## config.mk

```make
export PLATFORM = sky130hd
export DESIGN_NAME = baud_prescaler_if
export DESIGN_NICKNAME = d
export VERILOG_FILES = /design/src/rtl/baud_pkg.sv /design/src/rtl/baud_regs.sv /design/src/rtl/baud_counter.sv /design/src/rtl/baud_bit_div.sv /design/src/rtl/baud_prescaler_if.sv
export SDC_FILE = /design/constraint.sdc
export NUM_CORES = 1
export LEC_CHECK = 0
export ABC_AREA = 0
export BUFFER_PORTS_ARGS = -buffer_cell sky130_fd_sc_hd__buf_2
export CAP_MARGIN = 20
export CELL_PAD_IN_SITES_DETAIL_PLACEMENT = 2
export CELL_PAD_IN_SITES_GLOBAL_PLACEMENT = 2
export CORE_UTILIZATION = 25
export CTS_BUF_LIST = sky130_fd_sc_hd__clkbuf_2 sky130_fd_sc_hd__clkbuf_4 sky130_fd_sc_hd__clkbuf_8
export CTS_CLUSTER_SIZE = 10
export DETAILED_ROUTE_END_ITERATION = 16
export HOLD_SLACK_MARGIN = 0.1
export PLACE_DENSITY_LB_ADDON = 0.15
export SLEW_MARGIN = 10
export SYNTH_ARGS = -nofsm -noshare
export SYNTH_HDL_FRONTEND = slang
export SYNTH_SLANG_ARGS = --single-unit
export TNS_END_PERCENT = 100
```

## constraint.sdc

```tcl
create_clock -name clk_i -period 1.75 [get_ports clk_i]
set_input_delay 0.4375 -clock clk_i [delete_from_list [all_inputs] [get_ports clk_i]]
set_output_delay 0.4375 -clock clk_i [all_outputs]
set_load 0.01 [all_outputs]
```

## src/rtl/baud_pkg.sv

```systemverilog
package baud_pkg;
  typedef enum logic [1:0] {
    RD_LOW  = 2'd0,
    RD_HIGH = 2'd1,
    RD_CTRL = 2'd2,
    RD_NONE = 2'd3
  } rd_sel_e;

  localparam int unsigned TGT_BIT = 7;  // selects high divisor vs control at shared address
endpackage

```

## src/rtl/baud_regs.sv

```systemverilog
module baud_regs
  import baud_pkg::*;
#(
  parameter int unsigned DIV_W  = 12,
  parameter int unsigned DATA_W = 8
) (
  input  logic              clk_i,
  input  logic              rst_ni,
  input  logic              wr_en_i,
  input  logic              wr_addr_i,
  input  logic [DATA_W-1:0] wr_data_i,
  input  logic [1:0]        rd_sel_i,
  output logic [DATA_W-1:0] rd_data_o,
  output logic [DIV_W-1:0]  div_o,
  output logic              load_o,
  output logic [DIV_W-1:0]  load_val_o
);
  localparam int unsigned HI_W = DIV_W - DATA_W;

  logic [DATA_W-1:0] lo_q;
  logic [HI_W-1:0]   hi_q;
  logic [DATA_W-1:0] ctrl_q;
  logic              wr_lo, wr_hi, wr_ctrl;

  assign wr_lo   = wr_en_i && !wr_addr_i;
  assign wr_hi   = wr_en_i &&  wr_addr_i && !wr_data_i[TGT_BIT];
  assign wr_ctrl = wr_en_i &&  wr_addr_i &&  wr_data_i[TGT_BIT];

  always_ff @(posedge clk_i or negedge rst_ni) begin
    if (!rst_ni) begin
      lo_q   <= '0;
      hi_q   <= '0;
      ctrl_q <= '0;
    end else begin
      if (wr_lo)   lo_q   <= wr_data_i;
      if (wr_hi)   hi_q   <= wr_data_i[HI_W-1:0];
      if (wr_ctrl) ctrl_q <= wr_data_i;
    end
  end

  assign div_o      = {hi_q, lo_q};
  assign load_o     = wr_lo;
  assign load_val_o = {hi_q, wr_data_i};

  always_comb begin
    unique case (rd_sel_e'(rd_sel_i))
      RD_LOW:  rd_data_o = lo_q;
      RD_HIGH: rd_data_o = {{(DATA_W-HI_W){1'b0}}, hi_q};
      RD_CTRL: rd_data_o = ctrl_q;
      default: rd_data_o = '0;
    endcase
  end

  AST_LOW_STORE: assert property (@(posedge clk_i) disable iff (!rst_ni)
    (wr_en_i && !wr_addr_i) |=> div_o[DATA_W-1:0] == $past(wr_data_i));
  AST_CTRL_KEEPS_DIV: assert property (@(posedge clk_i) disable iff (!rst_ni)
    (wr_en_i && wr_addr_i && wr_data_i[TGT_BIT]) |=> div_o == $past(div_o));
  AST_HI_RD_PAD: assert property (@(posedge clk_i) disable iff (!rst_ni)
    (rd_sel_i == 2'd1) |-> rd_data_o[DATA_W-1:HI_W] == '0);
endmodule

```

## src/rtl/baud_counter.sv

```systemverilog
module baud_counter #(
  parameter int unsigned DIV_W = 12
) (
  input  logic             clk_i,
  input  logic             rst_ni,
  input  logic [DIV_W-1:0] div_i,
  input  logic             load_i,
  input  logic [DIV_W-1:0] load_val_i,
  output logic             tick_o
);
  logic [DIV_W-1:0] cnt_q;

  always_ff @(posedge clk_i or negedge rst_ni) begin
    if (!rst_ni) begin
      cnt_q  <= '0;
      tick_o <= 1'b0;
    end else if (load_i) begin
      cnt_q  <= load_val_i;
      tick_o <= 1'b0;
    end else if (cnt_q == '0) begin
      cnt_q  <= div_i;
      tick_o <= 1'b1;
    end else begin
      cnt_q  <= cnt_q - 1'b1;
      tick_o <= 1'b0;
    end
  end

  AST_RELOAD: assert property (@(posedge clk_i) disable iff (!rst_ni)
    load_i |=> (cnt_q == $past(load_val_i)) && !tick_o);
  AST_TICK_AT_ZERO: assert property (@(posedge clk_i) disable iff (!rst_ni)
    (!load_i && cnt_q == '0) |=> tick_o && cnt_q == $past(div_i));
  AST_NO_EARLY_TICK: assert property (@(posedge clk_i) disable iff (!rst_ni)
    (!load_i && cnt_q != '0) |=> !tick_o);
endmodule

```

## src/rtl/baud_bit_div.sv

```systemverilog
module baud_bit_div #(
  parameter int unsigned OVS = 16
) (
  input  logic clk_i,
  input  logic rst_ni,
  input  logic tick_i,
  input  logic dbl_i,
  output logic bit_en_o
);
  localparam int unsigned SUB_W = $clog2(OVS);

  logic [SUB_W-1:0] sub_q;
  logic             full_wrap, half_wrap;

  assign full_wrap = &sub_q;
  assign half_wrap = &sub_q[SUB_W-2:0];
  assign bit_en_o  = tick_i && (dbl_i ? half_wrap : full_wrap);

  always_ff @(posedge clk_i or negedge rst_ni) begin
    if (!rst_ni)     sub_q <= '0;
    else if (tick_i) sub_q <= sub_q + 1'b1;
  end

  AST_BIT_NEEDS_TICK: assert property (@(posedge clk_i) disable iff (!rst_ni)
    bit_en_o |-> tick_i);
  AST_SUB_HOLD: assert property (@(posedge clk_i) disable iff (!rst_ni)
    !tick_i |=> $stable(sub_q));
endmodule

```

## src/rtl/baud_prescaler_if.sv

```systemverilog
module baud_prescaler_if #(
  parameter int unsigned DIV_W  = 12,
  parameter int unsigned DATA_W = 8,
  parameter int unsigned OVS    = 16
) (
  input  logic              clk_i,
  input  logic              rst_ni,
  input  logic              wr_en_i,
  input  logic              wr_addr_i,
  input  logic [DATA_W-1:0] wr_data_i,
  input  logic [1:0]        rd_sel_i,
  output logic [DATA_W-1:0] rd_data_o,
  input  logic              dbl_speed_i,
  output logic              sample_en_o,
  output logic              bit_en_o
);
  logic [DIV_W-1:0] div;
  logic [DIV_W-1:0] load_val;
  logic             load;

  baud_regs #(.DIV_W(DIV_W), .DATA_W(DATA_W)) u_regs (
    .clk_i, .rst_ni, .wr_en_i, .wr_addr_i, .wr_data_i, .rd_sel_i, .rd_data_o,
    .div_o(div), .load_o(load), .load_val_o(load_val)
  );

  baud_counter #(.DIV_W(DIV_W)) u_cnt (
    .clk_i, .rst_ni, .div_i(div), .load_i(load), .load_val_i(load_val),
    .tick_o(sample_en_o)
  );

  baud_bit_div #(.OVS(OVS)) u_bit (
    .clk_i, .rst_ni, .tick_i(sample_en_o), .dbl_i(dbl_speed_i), .bit_en_o
  );
endmodule

```

# Word level (Yosys, flattened, before mapping)
# Cells that the tools add are included.
dict set report totals {
  register_bits 37
  latchBits 0
  ram_bits 0
  mem_bits_ro 0
  input_bits 15
  output_inout_bits 10
  n_memories 0
}
dict set report op_classes {
  addsub 2
  multipliers 0
  n_div 0
  magnitude_cmp 0
  eq_ne 2
  shift 0
  muxes 6
  bitwise 0
  n_reduce_logical 11
}
# operator count
set ops {}
lappend ops {{12-bit 2-to-1 mux} 2}
lappend ops {{8-bit case mux with 3 select lines} 1}
lappend ops {{12-bit logical NOT} 1}
lappend ops {{12-bit by 1-bit subtractor with 12-bit output (second input constant)} 1}
lappend ops {{1-bit logical AND} 5}
lappend ops {{4-bit by 1-bit adder with 4-bit output (second input constant)} 1}
lappend ops {{4-bit AND reduction} 1}
lappend ops {{1-bit 2-to-1 mux} 3}
lappend ops {{3-bit AND reduction} 1}
lappend ops {{2-bit by 1-bit equality test with 1-bit output (second input constant)} 1}
lappend ops {{2-bit equality test (second input constant)} 1}
lappend ops {{1-bit logical NOT} 2}
lappend ops {{2-bit logical NOT} 1}

# Logic depth before layout (Yosys ltp)
# Gate-level depths: netlist of run 1.
dict set report logic_depth {
  ltp_word 3
  ltp_mapped 7
  depth_no_buf 6
}

# Hierarchy
# Synthesis of run 1 repeated with hierarchy kept, for this count alone.
dict set report unflattened {
  cells_unflattened 185
  area_unflattened_um2 2097.0
}
# module instances cells_each area_per_inst_um2
set by_module_without_submodules {}
lappend by_module_without_submodules {baud_regs 1 75 992.2}
lappend by_module_without_submodules {baud_counter 1 96 913.4}
lappend by_module_without_submodules {baud_bit_div 1 14 191.4}

# Worst setup path after synthesis of run 1
# OpenSTA, ideal clock, no wires.
dict set report synth_timing {
  path_type {register -> register}
  startpoint {reg u_cnt.cnt_q[0]}
  endpoint {reg u_cnt.cnt_q[9]}
  setup_time_ns 0.128
  t_arrival_ns 1.545
  required_ns 1.622
  path_slack_ns 0.078
  path_stages_with_launch 8
  n_path_buf 1
  period_less_slack_ns 1.672
  cell_sequence {dfrtp_1 > inv_1 > ha_1 > nor3b_1 > and4_1 > buf_4 > nor2_2 > mux2_1}
}
dict set report synth_between {
  elab_chain_len 3
}
# element line_no
set synth_rtl {}
lappend synth_rtl {{from (decl)} baud_counter.sv:11} ;# logic [DIV_W-1:0] cnt_q;
lappend synth_rtl {{from (signal assigned)} baud_counter.sv:18} ;# cnt_q <= load_val_i;
lappend synth_rtl {{from (signal assigned)} baud_counter.sv:21} ;# cnt_q <= div_i;
lappend synth_rtl {{from (signal assigned)} baud_counter.sv:24} ;# cnt_q <= cnt_q - 1'b1;
lappend synth_rtl {{12-bit by 1-bit subtractor with 12-bit output or 12-bit logical NOT (tied branches)} {baud_counter.sv:24, baud_counter.sv:20}}
lappend synth_rtl {{12-bit 2-to-1 mux (*)} baud_counter.sv:20} ;# end else if (cnt_q == '0) begin
lappend synth_rtl {{12-bit 2-to-1 mux (*)} baud_counter.sv:17} ;# end else if (load_i) begin
# Mark *: on every way between the ends. The rest lies on a longest branch, timed or not.
# A chain may end at the register's enable or synchronous reset.

# Worst setup path after layout of run 1
dict set report layout_timing {
  startpoint {reg u_bit.sub_q[0]}
  endpoint {out bit_en_o}
}
dict set report layout_between {
  elab_chain_len 3
}
# element line_no
set layout_rtl {}
lappend layout_rtl {{from (decl)} baud_bit_div.sv:12} ;# logic [SUB_W-1:0] sub_q;
lappend layout_rtl {{from (signal assigned)} baud_bit_div.sv:21} ;# else if (tick_i) sub_q <= sub_q + 1'b1;
lappend layout_rtl {{4-bit AND reduction or 3-bit AND reduction (tied branches)} {baud_bit_div.sv:15, baud_bit_div.sv:16}}
lappend layout_rtl {{1-bit 2-to-1 mux (*)} baud_bit_div.sv:17} ;# assign bit_en_o = tick_i && (dbl_i ? half_wrap : full_wrap);
lappend layout_rtl {{1-bit logical AND (*)} baud_bit_div.sv:17}
lappend layout_rtl {{to (decl)} baud_prescaler_if.sv:15} ;# output logic bit_en_o
# Marked as above.

==> results summary, run 1 <==
Walking the worst path, the cells encountered are ha_2 > ha_4 > nand2_2 > o21ai_1 > and2_1 > buf_2. The critical path in this run is classified as reg2out. The combined global-route utilization of all metal layers came out at between 10% and 20%. The largest incremental delay on the critical path is around 390 ps. For this run, the leading register cell type out of synthesis is dfrtp_1. The first global-routing pass estimated 8.82 mm of wire.

For this design, the slowest cell found on the critical path is dfrtp_1. The number of cells produced by synthesis came out at roughly 180. The register bit total from synthesis came out at 37. Routability-driven placement finished with a final weighted congestion of around 0.82. The antenna diode count came out at 0. The effective utilization at floorplan came out at a little over a quarter. The leakage component of the power is between 1 and 1.5 nW. The cell at the root of the clock tree is clkbuf_8. The max-slew violation total from the final report came out at 0.

The buffer levels on the longest clock path came out at 2. The checks that failed: negative setup slack. The sum of routed wire length over all layers came out at between 5 and 6 mm. The tree built by TritonCTS fans out to 37 sinks. The remaining routing DRC violations came out at 0. In this run the power density over the cells is 1080 nW/um^2. Entering global routing, the biggest net connects 20 pins.

The detailed router placed ~1500 vias in this run. TritonCTS built the clock tree. The final setup violation count is 1. After synthesis, the share of flip-flops with an asynchronous set or reset is between 90% and 100%. The clock period minus final worst setup slack is ~1900 ps. The number of core rows came out at 31. The die span in x came out at a little under 90 um. Counting distinct cell types in the post-synthesis netlist gives 42. In the layout the commonest cells are 36 x dfrtp_1, 29 x nand2_1, 24 x buf_2, 24 x buf_4, 13 x mux2_2.

STA classifies the critical path endpoint as a primary output. The min-delay analysis places its worst path in the category in2async. Dividing the detail-routed wire length by the instance count gives between 15 and 20 um. For this run, the post-layout net count is 250. The data arrival time at the worst-slack endpoint came out at ~1400 ps.

The number of buffers inserted by port buffering came out at 24. From synthesis to final layout, the design area changed by 29.2%. The post-synthesis instance area is 1910 sq um. Across the run, the number of max-cap violations was 0. In this run, placement finished with an instance count of 318. The final-layout worst hold slack is between 100 and 150 ps. For this design the top-level I/O count stands at 25.

For the pin with the worst max-slew slack, the measured transition is 559 ps. The post-synthesis area per instance is ~10 sq um. The initial antenna violation count came out at 0.

The most common cell after layout, fill and taps aside is dfrtp_1. The mean number of vias per cell is around 4.6. The required time at the endpoint of the critical path is ~1300 ps. The minimum setup slack in the final design is -108 ps. Setup repair after global routing could not meet its margin everywhere. The number of synthesized flops with an enable pin is 0.

The placed wire-length estimate came out at between 4 and 5 mm. The clock buffer count from CTS is 5. The clock transition at the registers of the reported paths is approximately 70 ps. The worst-case clock skew is approximately 5.5 ps. For this run, the share of the core covered by cells in the final layout is 33.6%. The fraction of layout cells with a size suffix above 1 is 38.8%.

The final standard cell count with taps included and fillers excluded came out at 331. The maximum frequency from static timing analysis is ~0.54 GHz. The later-pin clock latency in the skew report came out at roughly 280 ps.

The Yosys warning count came out at 0. The part of the Yosys area used for sequential elements came out at about half. The antenna violation net count after detailed routing is 0. The worst setup path is launched from a register. The maximum net fanout on the critical path is 2. The internal reg-to-reg setup slack came out at roughly 20 ps. Dividing the final minimum period by the clock period gives 106%. Measured against its own limit, the worst slew margin works out to a little over three fifths. The first-pass detailed-route iteration total came out at 2. The floorplan core area is around 7300 sq um. The maximum VDD drop is roughly 0.53 mV. The run finished, with violations left.

The die extent in y is a little under 90 um. The DRC marker count from the first detailed-route iteration came out at between 40 and 50. The overall overflow remaining after global route is 0. The final count of hold timing violations came out at 0.

The area of the die came out at 7980 sq um. Counting every net in the synthesized netlist gives approximately 200. The number of global-route vias before repair is roughly 1700. The number of H-tree levels is 2.
per-layer routing:
metal	track usage [%]	wire, um	up-vias
met5	0	0	-
met4	5.05	117	0
met3	2.31	107	10
met2	26.9	2890	24
met1	18.7	2430	769
li1	-	-	736
flip-flops by register name, indices dropped and copies added (netlist names):
name,flops
u_cnt.cnt_q,12
u_regs.ctrl_q,8
u_regs.hi_q,4
u_regs.lo_q,8
u_cnt.tick_o,1
u_bit.sub_q,4
layout make-up:
class	count	area, sq um
tap	99	124
inverter	3	11.3
multi-input combinational	135	995
sequential	37	927
clock buffer	6	76.3
clock inverter	2	10.0
timing repair buffer	49	320
fill	799	4870
repair_timing:
item | 4_1_cts | 5_1_grt
resized for setup | 8 | 11
setup endpoints to repair | 11 | 10
hold buffers | 0 | 0
cloned | 0 | 0
buffers inserted | 2 | 3
pin swaps | 1 | 6
metrics by stage:
stage | total power [mW] | cell area [sq um] | TNS, ps | worst slack, ps
after global routing | 2.84 | 2460 | -381 | -171
after detailed placement | 1.98 | 2270 | -344 | -70.7
after global placement | 1.92 | 2270 | 0 | 15.0
after CTS | 2.65 | 2390 | -146 | -137
final | 2.67 | 2460 | -108 | -108
after floorplan | 1.63 | 1910 | 0 | 77.8
worst max-delay path: cells and delay by family, from the launching register on:
kind                       cells  cell delay, ps
AOI/OAI and AO/OA              1              60
adders and majority gates      2             370
buffers and inverters          1             130
DFF                            1             390
and+or+nand+nor                2             200
cells in the mapped netlist, types with 2 or more instances:
cell type  instances  area (sq um)
inv_1              3          11.3
clkbuf_1           6          22.5
ha_1               4          50.1
nand2b_1           2          12.5
mux2_2            13           146
nor3b_1            2          15.0
o21ai_0            8          40.0
a21oi_1            7          35.0
o31ai_1            2          15.0
nor3_1             3          15.0
nand4_1            3          18.8
o21ai_1            6          30.0
mux2i_1           12           120
dfrtp_1           37           926
xnor2_1            2          17.5
xor2_1             5          43.8
nand3_1            2          10.0
nand2_1           30           113
nor2b_1            3          18.8
nor2_1            12          45.0
report_power, final:
group          switching (mW)  internal (mW)
clock                   0.319          0.292
sequential              0.198           1.03
combinational           0.419          0.417
total                   0.935           1.73
worst paths after layout:
| path | to | startpoint | cells past startpoint |
|---|---|---|---|
| max | bit_en_o | u_bit.sub_q[0]$_DFFE_PN0P_ | 6 |
| min | u_bit.sub_q[3]$_DFFE_PN0P_ | rst_ni | 1 |
| max in group asynchronous | u_cnt.cnt_q[6]$_DFF_PN0_ | rst_ni | 2 |
| min in group clk_i | u_regs.lo_q[6]$_DFFE_PN0P_ | wr_data_i[6] | 3 |
| max reg2reg | u_cnt.cnt_q[11]$_DFF_PN0_ | u_cnt.cnt_q[1]$_DFF_PN0_ | 7 |
| min reg2reg | u_bit.sub_q[3]$_DFFE_PN0P_ | u_bit.sub_q[3]$_DFFE_PN0P_ | 1 |
kinds of logic after synthesis:
family                     after synthesis  synth area share (%)
DFF                                     37                  48.6
xor gates and xnor gates                 7                  3.22
muxes                                   26                  14.6
adders and majority gates                4                  2.62
and+or+nand+nor                         69                  18.9
buffers and inverters                   12                  3.02
AOI/OAI and AO/OA                       29                  9.12
(Power assumes the default switching activity.)
==> run 2: changes to the inputs <==
clock period = 2.1 ns   (was 1.75 ns; I/O delays follow)
==> results summary, run 2 (synthesized netlist as in run 1, its figures left out) <==
The register with the most flip-flops in the final layout is u_cnt.cnt_q. The effective utilization at floorplan is between 20% and 30%. The type of the most critical hold path is in2async.

After detailed routing, the number of remaining DRC violations is 0. Leaving out fill and tap cells, the most frequent cell in the layout is dfrtp_1. The buffer levels on the longest clock path is 2. The first-pass detailed-route iteration total is 4.

At the worst endpoint, the arrival time is 1500 ps. The die span in x came out at 89.3 um. The max-slew violation total from the final report is 0. The relative slew slack is a little under three fifths.

The flow ran to the end, and the final reports show no timing, DRC or antenna violations. The maximum net fanout on the critical path came out at 3. The via count came out at between 1000 and 1500. The max-capacitance violation count is 0.

The area of the die is around 8000 sq um. The number of clock sinks seen by CTS is 37. The net total in the final layout is 234.

The antenna violation net count after detailed routing is 0. The count of hold-fix buffers inserted at cts came out at 0. For the worst flop-to-flop path, the logic depth is 4. The maximum VDD drop is roughly 0.33 mV. The final layout contains routed wiring with a total length of 5.08 mm. The clock transition at the registers of the reported paths came out at about 90 ps.

Dividing total power by cell area gives a power density of ~950 nW/um^2. The final worst-path cycle share came out at 96.4%. The final-layout worst hold slack came out at roughly 180 ps. The mean number of vias per cell came out at 4.67.

The placed wire-length estimate came out at roughly 4.0 mm. The first global-routing pass estimated around 8.5 mm of wire. Across every metal layer, demand over resource in global routing totals around 15%. Clock tree synthesis selected as its root buffer the cell clkbuf_8. The register with the most flip-flops in the layout has 12 of them. The number of H-tree levels is 2.

Setup repair after global routing left no endpoint under its margin. 25 I/O pins were placed. Across the routed clock network, the largest skew measured is 12.4 ps. The core region is roughly 7300 sq um.

The repair_antennas step left the layout with diodes totalling 0. The later-pin clock latency in the skew report is approximately 290 ps. STA classifies the critical path endpoint as a primary output.

The floorplan has 31 rows. The required time at the endpoint of the critical path is roughly 1600 ps. The setup total negative slack is 0 ps. The transition time at the pin with the least slew margin is 646 ps. The DRC marker count from the first detailed-route iteration is 22. The final setup violation count came out at 0. The overall power consumption came out at between 2 and 2.5 mW.

Entering global routing, the biggest net connects 21 pins. The final count of hold timing violations came to 0. The largest registers in the layout are u_cnt.cnt_q: 12 flops, u_regs.ctrl_q: 8 flops, u_regs.lo_q: 8 flops. The clock period minus final worst setup slack came out at 2020 ps.

The number of buffers inserted by port buffering is 24. The congestion estimate from routability-driven global placement came to 0.712. The layout overhead on the synthesized area came out at 21.0%. Timing would allow up to between 0.4 and 0.5 GHz. The initial antenna violation count came out at 0. The fraction of layout cells with a size suffix above 1 is approximately 29%.

The library cells used most frequently in the layout, excluding fill and tap cells, are 37 x dfrtp_1, 30 x nand2_1, 24 x buf_2. The die extent in y came out at between 80 and 90 um. The leakage component of the power came out at about 1.1 nW. TritonCTS built the clock tree. Buffers inserted during clock tree synthesis total 5. The overall overflow remaining after global route is 0. By startpoint and endpoint, the worst setup path is classified as reg2out.

The kind of start point of the critical path is a register. The number of global-route vias before repair came out at roughly 1600. The wire length per cell came out at between 15 and 20 um.
run 2: changes by cell type in the layout (fill, tap and decap cells not counted), moves of 2 or more:
cell / change
buf_4: -16
clkinv_2: -2
ha_1: +3
ha_2: -2
nor3b_1: +2
run 2: worst paths after layout:
path                                              endpoint                        from  slack, ps
worst max-delay path                              bit_en_o  u_bit.sub_q[1]$_DFFE_PN0P_         80
worst min-delay path            u_bit.sub_q[2]$_DFFE_PN0P_                      rst_ni        180
worst max register to register    u_cnt.cnt_q[7]$_DFF_PN0_    u_cnt.cnt_q[2]$_DFF_PN0_        160
worst min register to register  u_bit.sub_q[3]$_DFFE_PN0P_  u_bit.sub_q[3]$_DFFE_PN0P_        480
max in group asynchronous         u_cnt.cnt_q[7]$_DFF_PN0_                      rst_ni       1410
min in group clk_i              u_regs.lo_q[4]$_DFFE_PN0P_                wr_data_i[4]        480
run 2: stage by stage:
stage | area, sq um | instances | worst slack (ps) | util [%]
2_1_floorplan | 1910 | 184 | 311 | -
3_3_place_gp | 2170 | 305 | 242 | 29.6
3_5_place_dp | 2170 | 305 | 179 | 29.6
4_1_cts | 2300 | 314 | 7.51 | 31.3
5_1_grt | 2310 | 315 | 5.85 | 31.5
6_report | 2310 | 315 | 76.2 | 31.5
run 2: routing by layer:
layer | up-vias | GRT usage [%] | routed length, um
li1 | 701 | - | -
met1 | 742 | 17.8 | 2330
met2 | 21 | 25.4 | 2560
met3 | 7 | 2.49 | 113
met4 | 0 | 5.92 | 79
met5 | - | 0 | 0
run 2: timing repair:
item,in CTS,in global routing
cloned,0,0
setup endpoints to repair,1,1
pin swaps,0,0
setup buffers,1,1
gates resized for setup,0,1
run 2: where the power goes:
| part | switching, mW | total [mW] | leakage [nW] | internal (mW) |
|---|---|---|---|---|
| clock network | 0.277 | 0.664 | 0.0574 | 0.387 |
| registers | 0.152 | 1.01 | 0.446 | 0.854 |
| logic | 0.278 | 0.532 | 0.573 | 0.254 |
run 2: critical path: stages (launching register included):
cell     delay (ps)
dfrtp_1         410
ha_2            190
ha_1            180
nand2_1          60
o21ai_0          80
and2_1          160
buf_2           130
run 2: cell type report:
type,instances,area (sq um)
fillers,853,5020
flip-flops and latches,37,926
multi-input cells,135,926
repair buffers,33,200
well taps,99,124
clock buffers,6,82.6
clock inverters,2,37.5
inverters,3,11.3
